## src/rtl/sgpio_pkg.sv

```systemverilog
package sgpio_pkg;
  localparam int CTRL_W    = 32;
  localparam int EN_BIT    = 0;
  localparam int BYTES_LSB = 6;
  localparam int BYTES_W   = 4;
  localparam int DIV_LSB   = 16;
  localparam int DIV_W     = 16;
  localparam int HALF_W    = DIV_W + 1;
endpackage

```

## src/rtl/sgpio_cfg.sv

```systemverilog
module sgpio_cfg
  import sgpio_pkg::*;
#(
  parameter int MAX_BYTES = 10,
  localparam int LINES = MAX_BYTES * 8,
  localparam int CNT_W = $clog2(LINES + 1)
) (
  input  logic [CTRL_W-1:0] ctrl_i,
  output logic              en_o,
  output logic [HALF_W-1:0] half_o,
  output logic [CNT_W-1:0]  bits_o,
  output logic [CTRL_W-1:0] rd_o
);
  logic [DIV_W-1:0]   div_raw, div_eff;
  logic [BYTES_W-1:0] byt_raw, byt_eff;

  always_comb begin
    div_raw = ctrl_i[DIV_LSB +: DIV_W];
    div_eff = (div_raw == '0) ? DIV_W'(1) : div_raw;
    half_o  = HALF_W'(div_eff) + HALF_W'(1);
    byt_raw = ctrl_i[BYTES_LSB +: BYTES_W];
    if (byt_raw == '0)                       byt_eff = BYTES_W'(1);
    else if (byt_raw > BYTES_W'(MAX_BYTES))  byt_eff = BYTES_W'(MAX_BYTES);
    else                                     byt_eff = byt_raw;
    bits_o  = CNT_W'(byt_eff) << 3;
    en_o    = ctrl_i[EN_BIT];
    rd_o    = ctrl_i;
    rd_o[DIV_LSB +: DIV_W] = {div_raw[DIV_W-2:0], 1'b0};
  end
endmodule

```

## src/rtl/sgpio_seq.sv

```systemverilog
module sgpio_seq
  import sgpio_pkg::*;
#(
  parameter int LINES = 80,
  localparam int CNT_W = $clog2(LINES + 1)
) (
  input  logic              clk_i,
  input  logic              rst_ni,
  input  logic              en_i,
  input  logic [HALF_W-1:0] half_i,
  input  logic [CNT_W-1:0]  bits_i,
  output logic              sclk_o,
  output logic              sload_o,
  output logic [CNT_W-1:0]  idx_o,
  output logic              start_o,
  output logic              adv_o,
  output logic              rise_o,
  output logic              done_o
);
  logic              run_q, sclk_q, sload_q;
  logic [HALF_W-1:0] hcnt_q, half_q;
  logic [CNT_W-1:0]  idx_q, bits_q;
  logic              tick, last, fall;

  always_comb begin
    tick    = run_q && (hcnt_q == half_q - HALF_W'(1));
    fall    = tick && sclk_q;
    last    = (idx_q == bits_q - CNT_W'(1));
    rise_o  = en_i && tick && !sclk_q;
    done_o  = en_i && fall && last;
    adv_o   = en_i && fall && !last;
    start_o = en_i && (!run_q || done_o);
  end

  always_ff @(posedge clk_i or negedge rst_ni) begin
    if (!rst_ni) begin
      run_q   <= 1'b0;
      sclk_q  <= 1'b1;
      sload_q <= 1'b1;
      hcnt_q  <= '0;
      idx_q   <= '0;
      half_q  <= HALF_W'(2);
      bits_q  <= CNT_W'(8);
    end else if (!en_i) begin
      run_q   <= 1'b0;
      sclk_q  <= 1'b1;
      sload_q <= 1'b1;
      hcnt_q  <= '0;
      idx_q   <= '0;
    end else if (start_o) begin
      run_q   <= 1'b1;
      sclk_q  <= 1'b0;
      sload_q <= 1'b0;
      hcnt_q  <= '0;
      idx_q   <= '0;
      half_q  <= half_i;
      bits_q  <= bits_i;
    end else if (adv_o) begin
      sclk_q  <= 1'b0;
      sload_q <= 1'b1;
      hcnt_q  <= '0;
      idx_q   <= idx_q + CNT_W'(1);
    end else if (rise_o) begin
      sclk_q  <= 1'b1;
      hcnt_q  <= '0;
    end else if (run_q) begin
      hcnt_q  <= hcnt_q + HALF_W'(1);
    end
  end

  assign sclk_o  = sclk_q;
  assign sload_o = sload_q;
  assign idx_o   = idx_q;
endmodule

```

## src/rtl/sgpio_shift.sv

```systemverilog
module sgpio_shift #(
  parameter int LINES = 80,
  localparam int CNT_W = $clog2(LINES + 1)
) (
  input  logic             clk_i,
  input  logic             rst_ni,
  input  logic [LINES-1:0] out_data_i,
  input  logic             sdi_i,
  input  logic [CNT_W-1:0] idx_i,
  input  logic             start_i,
  input  logic             adv_i,
  input  logic             rise_i,
  input  logic             done_i,
  output logic             sdo_o,
  output logic [LINES-1:0] in_data_o
);
  logic [LINES-1:0] cap_q, cap_d, in_q;
  logic [CNT_W-1:0] nxt;
  logic             sdo_q, nxt_bit;

  for (genvar g = 0; g < LINES; g++) begin : g_cap
    assign cap_d[g] = (rise_i && idx_i == CNT_W'(g)) ? sdi_i : cap_q[g];
  end

  always_comb begin
    nxt     = start_i ? '0 : idx_i + CNT_W'(1);
    nxt_bit = (nxt < CNT_W'(LINES)) ? out_data_i[nxt] : 1'b0;
  end

  always_ff @(posedge clk_i or negedge rst_ni) begin
    if (!rst_ni) begin
      cap_q <= '0;
      in_q  <= '0;
      sdo_q <= 1'b0;
    end else begin
      if (done_i)           in_q  <= cap_q;
      if (start_i)          cap_q <= '0;
      else                  cap_q <= cap_d;
      if (start_i || adv_i) sdo_q <= nxt_bit;
    end
  end

  assign sdo_o     = sdo_q;
  assign in_data_o = in_q;
endmodule

```

## src/rtl/sgpio_shift_master.sv

```systemverilog
module sgpio_shift_master
  import sgpio_pkg::*;
#(
  parameter int MAX_BYTES = 10,
  localparam int LINES = MAX_BYTES * 8,
  localparam int CNT_W = $clog2(LINES + 1)
) (
  input  logic             clk_i,
  input  logic             rst_ni,
  input  logic [31:0]      ctrl_i,
  output logic [31:0]      ctrl_rd_o,
  input  logic [LINES-1:0] out_data_i,
  output logic [LINES-1:0] in_data_o,
  output logic             sclk_o,
  output logic             sload_o,
  output logic             sdo_o,
  input  logic             sdi_i
);
  logic              en;
  logic [HALF_W-1:0] half;
  logic [CNT_W-1:0]  bits, idx;
  logic              start, adv, rise, done;

  sgpio_cfg #(.MAX_BYTES(MAX_BYTES)) u_cfg (
    .ctrl_i (ctrl_i),
    .en_o   (en),
    .half_o (half),
    .bits_o (bits),
    .rd_o   (ctrl_rd_o)
  );

  sgpio_seq #(.LINES(LINES)) u_seq (
    .clk_i   (clk_i),
    .rst_ni  (rst_ni),
    .en_i    (en),
    .half_i  (half),
    .bits_i  (bits),
    .sclk_o  (sclk_o),
    .sload_o (sload_o),
    .idx_o   (idx),
    .start_o (start),
    .adv_o   (adv),
    .rise_o  (rise),
    .done_o  (done)
  );

  sgpio_shift #(.LINES(LINES)) u_shift (
    .clk_i      (clk_i),
    .rst_ni     (rst_ni),
    .out_data_i (out_data_i),
    .sdi_i      (sdi_i),
    .idx_i      (idx),
    .start_i    (start),
    .adv_i      (adv),
    .rise_i     (rise),
    .done_i     (done),
    .sdo_o      (sdo_o),
    .in_data_o  (in_data_o)
  );
endmodule

```

## config.mk

```make
export PLATFORM = sky130hd
export DESIGN_NAME = sgpio_shift_master
export DESIGN_NICKNAME = d
export VERILOG_FILES = /design/src/rtl/sgpio_pkg.sv /design/src/rtl/sgpio_cfg.sv /design/src/rtl/sgpio_seq.sv /design/src/rtl/sgpio_shift.sv /design/src/rtl/sgpio_shift_master.sv
export SDC_FILE = /design/constraint.sdc
export NUM_CORES = 1
export LEC_CHECK = 0
export ABC_AREA = 1
export BUFFER_PORTS_ARGS = -buffer_cell sky130_fd_sc_hd__buf_2
export CAP_MARGIN = 10
export CORE_MARGIN = 2
export CORE_UTILIZATION = 45
export CTS_BUF_LIST = sky130_fd_sc_hd__clkbuf_16
export DETAILED_ROUTE_END_ITERATION = 12
export MAX_ROUTING_LAYER = met4
export PLACE_DENSITY = 0.7
export SYNTH_ARGS = -nofsm -noshare
export SYNTH_HDL_FRONTEND = slang
export SYNTH_HIERARCHICAL = 1
export SYNTH_SLANG_ARGS = --single-unit
```

## constraint.sdc

```tcl
create_clock -name clk_i -period 3.4 [get_ports clk_i]
set_input_delay 0.17 -clock clk_i [delete_from_list [all_inputs] [get_ports clk_i]]
set_output_delay 0.17 -clock clk_i [all_outputs]
set_load 0.005 [all_outputs]
```

; ---- After elaboration in Yosys (flattened, before gate mapping)
; Cells that the tools add are included.
[op_classes]
n_addsub = 5
magnitude_cmp = 3
eq_ne = 85
mux = 105
reduce_logical = 177
[op_table]
columns = op, count
row1 = 7-bit by 6-bit equality test with 1-bit output (second input constant), 32
row2 = 2-bit nonzero test, 80
row3 = 7-bit by 5-bit equality test with 1-bit output (second input constant), 16
row4 = 7-bit equality test (second input constant), 16
row5 = 1-bit two-way mux, 91
row6 = 1-bit logical AND, 88
row7 = 17-bit two-way mux, 5
row8 = 80-bit two-way mux, 1
row9 = 7-bit by 4-bit equality test with 1-bit output (second input constant), 8
row10 = 7-bit by 3-bit equality test with 1-bit output (second input constant), 4
row11 = 7-bit two-way mux, 4
row12 = 16-bit by 1-bit adder with 17-bit output (second input constant), 1
row13 = 17-bit by 1-bit adder with 17-bit output (second input constant), 1
row14 = 17-bit equality test, 1
row15 = 17-bit by 1-bit subtractor with 17-bit output (second input constant), 1
row16 = 16-bit zero test, 1
row17 = 16-bit two-way mux, 1
row18 = 7-bit by 2-bit equality test with 1-bit output (second input constant), 2
row19 = 7-bit by 8-bit less-than comparator with 1-bit output (second input constant), 1
row20 = 4-bit two-way mux, 2
row21 = 7-bit by 1-bit adder with 7-bit output (second input constant), 1
row22 = 1-bit binary-select mux with 7-bit select, 1
row23 = 7-bit by 1-bit equality test with 1-bit output (second input constant), 1
row24 = 7-bit equality test, 1
row25 = other kinds (12), 15
[word_totals]
ff_bits = 209
in_bits = 115
output_inout_bits = 115
wordCells = 464

; ---- Longest topological paths before layout
; Gate-level depths: netlist of the first run.
[depth]
word_depth = 12
ltp_mapped = 32
mapped_depth_nobuf = 29

; ---- Modules after synthesis
; Netlist of the first run, hierarchy kept.
[by_module_without_submodules]
columns = module, instances, cells_each, area_per_inst_um2, seq_area_each_um2
row1 = sgpio_shift, 1, 869, 8079.0, 4028.9
row2 = sgpio_seq, 1, 476, 3333.2, 1281.2
row3 = sgpio_cfg, 1, 141, 758.2, 0.0

; ---- Worst setup path before layout of the first run
; OpenSTA, ideal clock, no wires.
[synth_timing]
path_kind = reg-to-reg
startpoint = reg u_seq.half_q[1]
endpoint = reg u_shift.sdo_q (netlist: u_shift/sdo_o)
setup_time_ps = 120
arrival_time_ps = 3017
required_time_ps = 3280
setup_slack_ps = 264
path_stages_with_launch = 28
path_buffers = 4
period_less_slack_ps = 3136
path_cell_list = dfstp_2 > inv_1 > ha_1 > nand2_2 > nor2_2 > nand2_1 > xor2_1 > clkinv_1 > nand2_1 > nor2_4 > nand4_4 > nand2_4 > nand2_4 > clkinv_4 > buf_6 > buf_4 > nor2_1 > buf_2 > buf_4 > nand2_1 > nand3_1 > nand3_1 > nand3_1 > nand3_1 > nand3_1 > nand2_1 > nand2_1 > a21oi_2
[synth_between]
elab_chain_len = 12
elab_cells_between_ends = 15
classes_between = add/sub: 1 / order compare: 1 / eq/ne: 1 / mux: 4 / reduce/logical: 8
[synth_rtl]
columns = element, line_no
row1 = from (decl), sgpio_seq.sv:21  ; logic [HALF_W-1:0] hcnt_q, half_q;
row2 = from (signal assigned), sgpio_seq.sv:56  ; half_q <= half_i;
row3 = 17-bit by 1-bit subtractor with 17-bit output (*), sgpio_seq.sv:26  ; tick = run_q && (hcnt_q == half_q - HALF_W'(1));
row4 = 17-bit equality test (*), sgpio_seq.sv:26
row5 = 1-bit logical AND (*), sgpio_seq.sv:26
row6 = 1-bit logical AND (*), sgpio_seq.sv:27  ; fall = tick && sclk_q;
row7 = 1-bit logical AND (*) (2 in series), sgpio_seq.sv:30  ; done_o = en_i && fall && last;
row8 = 1-bit logical OR (*), sgpio_seq.sv:32  ; start_o = en_i && (!run_q || done_o);
row9 = 1-bit logical AND (*), sgpio_seq.sv:32
row10 = net start, sgpio_shift_master.sv:22  ; logic start, adv, rise, done;
row11 = 7-bit two-way mux, sgpio_shift.sv:26  ; nxt = start_i ? '0 : idx_i + CNT_W'(1);
row12 = 1-bit binary-select mux with 7-bit select, sgpio_shift.sv:27  ; nxt_bit = (nxt < CNT_W'(LINES)) ? out_data_i[nxt] : 1'b0;
row13 = 1-bit two-way mux (implied by the code), sgpio_shift.sv:27
row14 = 1-bit two-way mux, sgpio_shift.sv:27
row15 = to (signal assigned), sgpio_shift.sv:39  ; if (start_i || adv_i) sdo_q <= nxt_bit;
row16 = to (decl), sgpio_shift.sv:19  ; logic sdo_q, nxt_bit;
; The timed path passes the listed nets; every way through them passes the cells marked *. The select of a mux whose other input is x is not followed.
; A chain may end at the register's enable or synchronous reset.

; ---- Worst setup path in the final report of the first run
[layout_timing]
startpoint = reg u_seq.half_q[1]
endpoint = reg u_shift.cap_q[10]
[layout_between]
elab_chain_len = 9
elab_cells_between_ends = 13
classes_between = add/sub: 1 / eq/ne: 1 / mux: 1 / reduce/logical: 10
[layout_rtl]
columns = element, line_no
row1 = 17-bit by 1-bit subtractor with 17-bit output (*), sgpio_seq.sv:26
row2 = 17-bit equality test (*), sgpio_seq.sv:26
row3 = 1-bit logical AND (*), sgpio_seq.sv:26
row4 = 1-bit logical AND (*), sgpio_seq.sv:27
row5 = 1-bit logical AND (*) (2 in series), sgpio_seq.sv:30
row6 = 1-bit logical OR (*), sgpio_seq.sv:32
row7 = 1-bit logical AND (*), sgpio_seq.sv:32
row8 = net start, sgpio_shift_master.sv:22
row9 = 80-bit two-way mux or 2-bit nonzero test (tied branches), n/a
row10 = to (signal assigned), sgpio_shift.sv:38  ; else cap_q <= cap_d;
row11 = to (decl), sgpio_shift.sv:17  ; logic [LINES-1:0] cap_q, cap_d, in_q;
; The timed path passes the listed nets; every way through them passes the cells marked *.

==> results of run 1 <==
[layout make-up]
cell class,count,area [um2]
clock inverters,16,81.3
flip-flops and latches,212,5310
inverters,247,937
repair buffers,240,1420
multi-input cells,942,5480
clock buffers,22,551
fillers,2558,12500
well taps,341,427
[per-stage QoR]
stage,std cells,utilization
finish,2020,0.532
global route,2020,0.532
CTS,2016,0.527
detailed placement,1974,0.502
global placement,1974,0.502
floorplan,1489,-
[cells by family (layout without fill, tap and decap cells)]
logic type / count (synthesis) / count (layout) / share of synthesized area
adder cells (fa/ha/maj): 8 / 8 / 0.00822
AO/OA/AOI/OAI: 111 / 111 / 0.0468
other: 1 / 4 / 0.000308
AND/OR/NAND/NOR: 630 / 630 / 0.227
buffers and inverters: 335 / 525 / 0.120
multiplexers: 152 / 152 / 0.133
XOR/XNOR: 37 / 37 / 0.0278
flip-flops: 212 / 212 / 0.436
[power by group through the flow]
stage | Clock, mW | Sequential (mW) | Combinational (mW)
finish | 2.14 | 2.80 | 0.783
global route | 2.30 | 2.82 | 0.896
CTS | 2.20 | 2.80 | 0.779
detailed placement | 0 | 2.85 | 0.770
global placement | 0 | 2.84 | 0.759
floorplan | 0 | 2.80 | 0.551
[synth_stat cells, types with 3 or more instances]
cell type / n / area share
inv_2: 7 / 0.0022
nand2_2: 12 / 0.0062
mux2i_1: 72 / 0.059
and2_1: 4 / 0.0021
buf_1: 4 / 0.0012
mux2_2: 80 / 0.074
xnor2_1: 15 / 0.011
nor4_1: 3 / 0.0015
nand4_1: 9 / 0.0046
ha_1: 8 / 0.0082
dfrtp_1: 208 / 0.43
o21ai_0: 25 / 0.010
nor2_1: 129 / 0.040
buf_2: 16 / 0.0066
o21ai_1: 20 / 0.0082
inv_1: 236 / 0.073
nor2_4: 4 / 0.0037
nand3_1: 109 / 0.045
nand2_1: 314 / 0.097
buf_4: 40 / 0.025
clkbuf_1: 25 / 0.0077
a21oi_1: 60 / 0.025
dfstp_2: 4 / 0.0086
xor2_1: 21 / 0.015
nor3_1: 16 / 0.0066
o21bai_1: 3 / 0.0019
nor2_2: 11 / 0.0057
nor3b_1: 4 / 0.0025
nor3_4: 3 / 0.0040
[critical path, stage by stage (launching register included)]
cell and delay [ps]:
dfstp_2 530, inv_1 60, ha_2 330, nor2_1 40
nor2_1 80, nand3_1 90, nor2_1 120, nand2_1 60
nor2_1 80, nand2_1 90, nor2_4 120, nand4_4 120
nand2_4 100, nand2_4 60, clkinv_4 60, buf_4 320
nor2_4 90, buf_12 200, o21ai_0 280, inv_1 60
[final timing paths]
kind | startpoint | endpoint | slack (ps)
setup / recovery | u_seq/half_q[1]$_DFFE_PN1P_ | u_shift/cap_q[10]$_DFFE_PN0P_ | 320
hold / removal | ctrl_i[7] | u_seq/bits_q[4]$_DFFE_PN0P_ | 20
setup reg to reg | u_seq/half_q[1]$_DFFE_PN1P_ | u_shift/cap_q[10]$_DFFE_PN0P_ | 320
hold reg to reg | u_shift/cap_q[18]$_DFFE_PN0P_ | u_shift/cap_q[18]$_DFFE_PN0P_ | 480
max in group asynchronous | rst_ni | u_shift/cap_q[72]$_DFFE_PN0P_ | 2060
min in group asynchronous | rst_ni | u_seq/half_q[11]$_DFFE_PN0P_ | 280
[placed cells by master, fill, tap and decap left out, types with 23 or more instances in the layout]
master	netlist	routed
dfrtp_1	208	208
buf_2	16	205
nand2_1	314	313
mux2_2	80	80
clkbuf_16	0	23
o21ai_0	25	25
nor2_1	129	119
mux2i_1	72	72
inv_1	236	238
a21oi_1	60	59
nand3_1	109	108
[repair_timing]
action,4_1_cts,5_1_grt
hold buffers,4,0
buffers inserted,0,3
endpoints found under the hold margin,83,0
cloned,0,1
gates resized for setup,2,21
setup endpoints to repair,4,124
pin swaps,0,1
[sequential cells by signal (all words and copies together), names as in the netlist]
signal	count
u_seq/bits_q	7
u_seq/half_q	17
u_seq/hcnt_q	17
u_seq/idx_o	7
u_seq/run_q	1
u_seq/sclk_o	1
u_seq/sload_o	1
u_shift/cap_q	80
u_shift/in_data_o	80
u_shift/sdo_o	1
[layer usage]
| layer | global-route usage | vias to the layer above |
|---|---|---|
| met5 | - | - |
| li1 | - | 4986 |
| met2 | 0.368 | 305 |
| met3 | 0.0276 | 51 |
| met1 | 0.315 | 4851 |
| met4 | 0.0648 | 0 |
==> impl_metrics.tcl, run 1 <==
set metrics [dict create \
    fin_crit_sh 0.907 \
    crit_type "flip-flop to flip-flop" \
    vias 10200 \
    die_w_um 168 \
    ctsHtreeMaxLevel 1 \
    cts_made_buffers 22 \
    place_hpwl_um 23300 \
    period_minus_slack_ps 3080 \
    p_clk_frac 0.374 \
    cp.arrival_ps 3460 \
    wl_met3_um 1710 \
    crit_fanout 80 \
    syn_avg_cell_area_um2 8.19 \
    wl_met1_um 14600 \
    initial_core_util 0.455 \
    yosysWarnings 6 \
    groute.usage.overall 0.231 \
    grt_max_degree 87 \
    io_buffer_count 206 \
    dp_slack_ps -104 \
    clock-root-buffer "clkbuf_16" \
    syn_area_um2 12200 \
    top_layer_used "met4" \
    crit_required_ps 3780 \
    cp-end-kind "flip-flop" \
    clock_skew_ps 13.3 \
    hold_depth 4 \
    startpoint_type "flip-flop" \
    ys_ff_latch 212 \
    p_sw_mw 1.56 \
    wire_per_inst_um 15.8 \
    place_area_um2 13400 \
    cts_buffer_depth 3 \
    postRouteAntennaNets 0 \
    grt_pass1_wl_um 51800 \
    design_area_um2 14200 \
    p_seq_frac 0.490 \
    antenna_found_initial 0 \
    setup_slack_ps 315 \
    coreArea_um2 26700 \
    tightest_slew_ps 877 \
    diodes 0 \
    synthArstFlopShare 1.00 \
    setup_tns_ps 0 \
    pwr-share-comb 0.137 \
    area_growth_pct 16.7 \
    drtIter0Drc 778 \
    max_freq_mhz 324 \
    swShare 0.273 \
    globalRouteOverflowTotal 0 \
    powerDensity_nw_per_um2 403 \
    drv_slew 0 \
    drc 0 \
    synth_edf_count 0 \
    setup_violations 0 \
    slew-limit-headroom 0.415 \
    clkSinkCount 212 \
    wl_met2_um 14800 \
    reg2reg_depth 19 \
    irDropWorstVdd_v 0.000315 \
    die-area_um2 28400 \
    cts_tree "done" \
    synth_cell_types 48 \
    clk_latency_ps 510 \
    routabilityCongestion 0.891 \
    drt_pass1_iterations 6 \
    hold_class "primary input to flip-flop" \
    syn_inst 1486 \
    drive_gt1_frac 0.244 \
    seq_area_frac_synth 0.436 \
    maxCapViolations 0 \
    yosys_most_used_dff "dfrtp_1" \
    outcome "completed" \
    clk_pin_slew_ps 60 \
    p_int_mw 4.17 \
    die_h_um 168 \
    ios 230 \
    via_per_inst 5.05 \
    hold_slack_ps 20.0 \
    p_total_mw 5.73 \
    hold_viol 0 \
    rows 60 \
    grt_pass1_vias 9916 \
    nNetsFinal 1788 \
    totalWireLength_um 32000 \
    rsz0062_at_grt "true" \
    leakage_nw 8.04 \
]
(Power assumes the default switching activity.)
==> run 2: changes to the inputs <==
==> constraint.sdc (replaced) <==
create_clock -name clk_i -period 3.4 [get_ports clk_i]
set_input_delay 0.34 -clock clk_i [delete_from_list [all_inputs] [get_ports clk_i]]
set_output_delay 0.34 -clock clk_i [all_outputs]
set_load 0.005 [all_outputs]
==> run 2 against run 1 <==
Compared with the run above:
- via count shrank 0.96%
- fmax decreased by 2.2%
- register-to-register slack worse by 70 ps
- combinational power is essentially flat
- count of clock-buffer cells in the layout rose by 1
- cell count shrank 0.20%
- critical path depth up 6
- worst hold slack improved by 20 ps
- worst setup slack got worse by 70 ps
- sequential power barely moved
- largest cell class unchanged
==> impl_metrics.tcl, run 2 (synthesis gave the netlist of run 1 again) <==
set metrics [dict create \
    grt_pass1_vias 9822 \
    drt_pass1_iterations 5 \
    wire_per_inst_um 15.9 \
    cp.arrival_ps 3600 \
    cp_top_family "simple AND/OR/NAND/NOR gates" \
    layout_commonest_cell "nand2_1" \
    clock-root-buffer "clkbuf_16" \
    crit_required_ps 3850 \
    hold_depth 1 \
    initial_core_util 0.455 \
    die-area_um2 28400 \
    grtUsageMet2 0.367 \
    grt_pass1_wl_um 51100 \
    rows 60 \
    diodes 0 \
    reg2reg_depth 25 \
    crit_type "flip-flop to flip-flop" \
    tightest_slew_ps 890 \
    design_area_um2 14200 \
    cp-end-kind "flip-flop" \
    critPathSlowestCell "dfstp_2" \
    io_buffer_count 206 \
    hold_class "primary input to flip-flop" \
    clkSinkCount 212 \
    path_buf_inv 7 \
    irDropWorstVdd_v 0.000309 \
    cts_tree "done" \
    cts_buffer_depth 3 \
    setup_tns_ps 0 \
    hold_viol 0 \
    r2r_setup_slack_ps 240 \
    timing.rr.end "u_shift/sdo_o$_DFFE_PN0P_" \
    place_hpwl_um 23000 \
    rsz0062_at_grt "true" \
    die_h_um 168 \
    powerDensity_nw_per_um2 421 \
    layout.cells.most_common_list "nand2_1 (313), inv_1 (239), dfrtp_1 (208)" \
    period_minus_slack_ps 3160 \
    drive_gt1_frac 0.242 \
    slowest_delay_ps 530 \
    drv_slew 0 \
    setup_violations 0 \
    maxCapViolations 0 \
    grt_busiest_layer "met2" \
    ios 230 \
    grt_max_degree 96 \
    hold-path-endpoint "u_seq/run_q$_DFFE_PN0P_" \
    routabilityCongestion 0.882 \
    drc 0 \
    clock_skew_ps 26.6 \
    groute.usage.overall 0.228 \
    drtIter0Drc 825 \
    via_per_inst 5.01 \
    fin_crit_sh 0.928 \
    vias 10100 \
    slew-limit-headroom 0.406 \
    die_w_um 168 \
    antenna_found_initial 0 \
    p_total_mw 6.00 \
    use_met3 0.0292 \
    startpoint_type "flip-flop" \
    cts_made_buffers 23 \
    place_area_um2 13400 \
    min_from "ctrl_i[0]" \
    clk_latency_ps 530 \
    crit_fanout 34 \
    nNetsFinal 1781 \
    path_common_cell "nand2_1" \
    clk_pin_slew_ps 60 \
    totalWireLength_um 32100 \
    area_growth_pct 17.0 \
    globalRouteOverflowTotal 0 \
    coreArea_um2 26700 \
    leakage_nw 8.06 \
    rr_startpoint "u_seq/half_q[1]$_DFFE_PN1P_" \
    globalRouteMet1Util 0.307 \
    outcome "completed" \
    ctsHtreeMaxLevel 1 \
    postRouteAntennaNets 0 \
    max_freq_mhz 317 \
]
run 2: changes by cell type in the layout (fill, tap and decap cells not counted), moves of 2 or more:
cell           delta
buf_4             -6
bufinv_16         +2
clkbuf_16         +2
dlygate4sd3_1     -3
nor2_1            +2
nor2_2            -2
run 2: per-layer routing:
layer / part of all wire / up-vias
met2: 0.47 / 305
met4: 0.022 / 0
met3: 0.054 / 47
li1: - / 4997
met5: 0 / -
met1: 0.46 / 4746
run 2: worst max-delay path by stage:
| stage | end | from | depth (start not counted) |
|---|---|---|---|
| after floorplan | u_shift/sdo_o$_DFFE_PN0P_ | u_seq/half_q[1]$_DFFE_PN1P_ | 27 |
| after global placement | u_shift/sdo_o$_DFFE_PN0P_ | u_seq/half_q[1]$_DFFE_PN1P_ | 26 |
| after detailed placement | u_shift/sdo_o$_DFFE_PN0P_ | u_seq/half_q[1]$_DFFE_PN1P_ | 26 |
| after CTS | u_shift/sdo_o$_DFFE_PN0P_ | u_seq/bits_q[0]$_DFFE_PN0P_ | 23 |
| after global routing | u_shift/sdo_o$_DFFE_PN0P_ | u_seq/half_q[0]$_DFFE_PN0P_ | 25 |
| final | u_shift/sdo_o$_DFFE_PN0P_ | u_seq/half_q[1]$_DFFE_PN1P_ | 25 |
run 2: layout make-up:
type / instances / area (um2)
fillers: 2544 / 12500
multi-input cells: 942 / 5480
flip-flops and latches: 212 / 5310
repair buffers: 232 / 1360
inverters: 247 / 937
clock buffers: 23 / 576
well taps: 341 / 427
clock inverters: 19 / 150
run 2: stage by stage:
stage / std cells / setup WS (ps) / hold slack, ps / util
floorplan: 1489 / 264 / 44.4 / -
global placement: 1971 / 55.0 / 373 / 0.501
detailed placement: 1971 / -100 / 376 / 0.501
CTS: 2014 / 58.8 / 33.6 / 0.529
global route: 2016 / -75.7 / 29.2 / 0.533
finish: 2016 / 245 / 40.4 / 0.533
run 2: repair_timing:
item	in CTS	in global routing
buffers inserted	0	0
pin swaps	0	2
gates resized for setup	1	17
hold endpoints to repair	65	0
hold buffers	1	0
setup endpoints to repair	1	101
gates cloned	0	2
run 2: report_power, final:
| part | switching (mW) | internal (mW) |
|---|---|---|
| clock network | 1.02 | 1.39 |
| logic | 0.471 | 0.311 |
| registers | 0.123 | 2.68 |
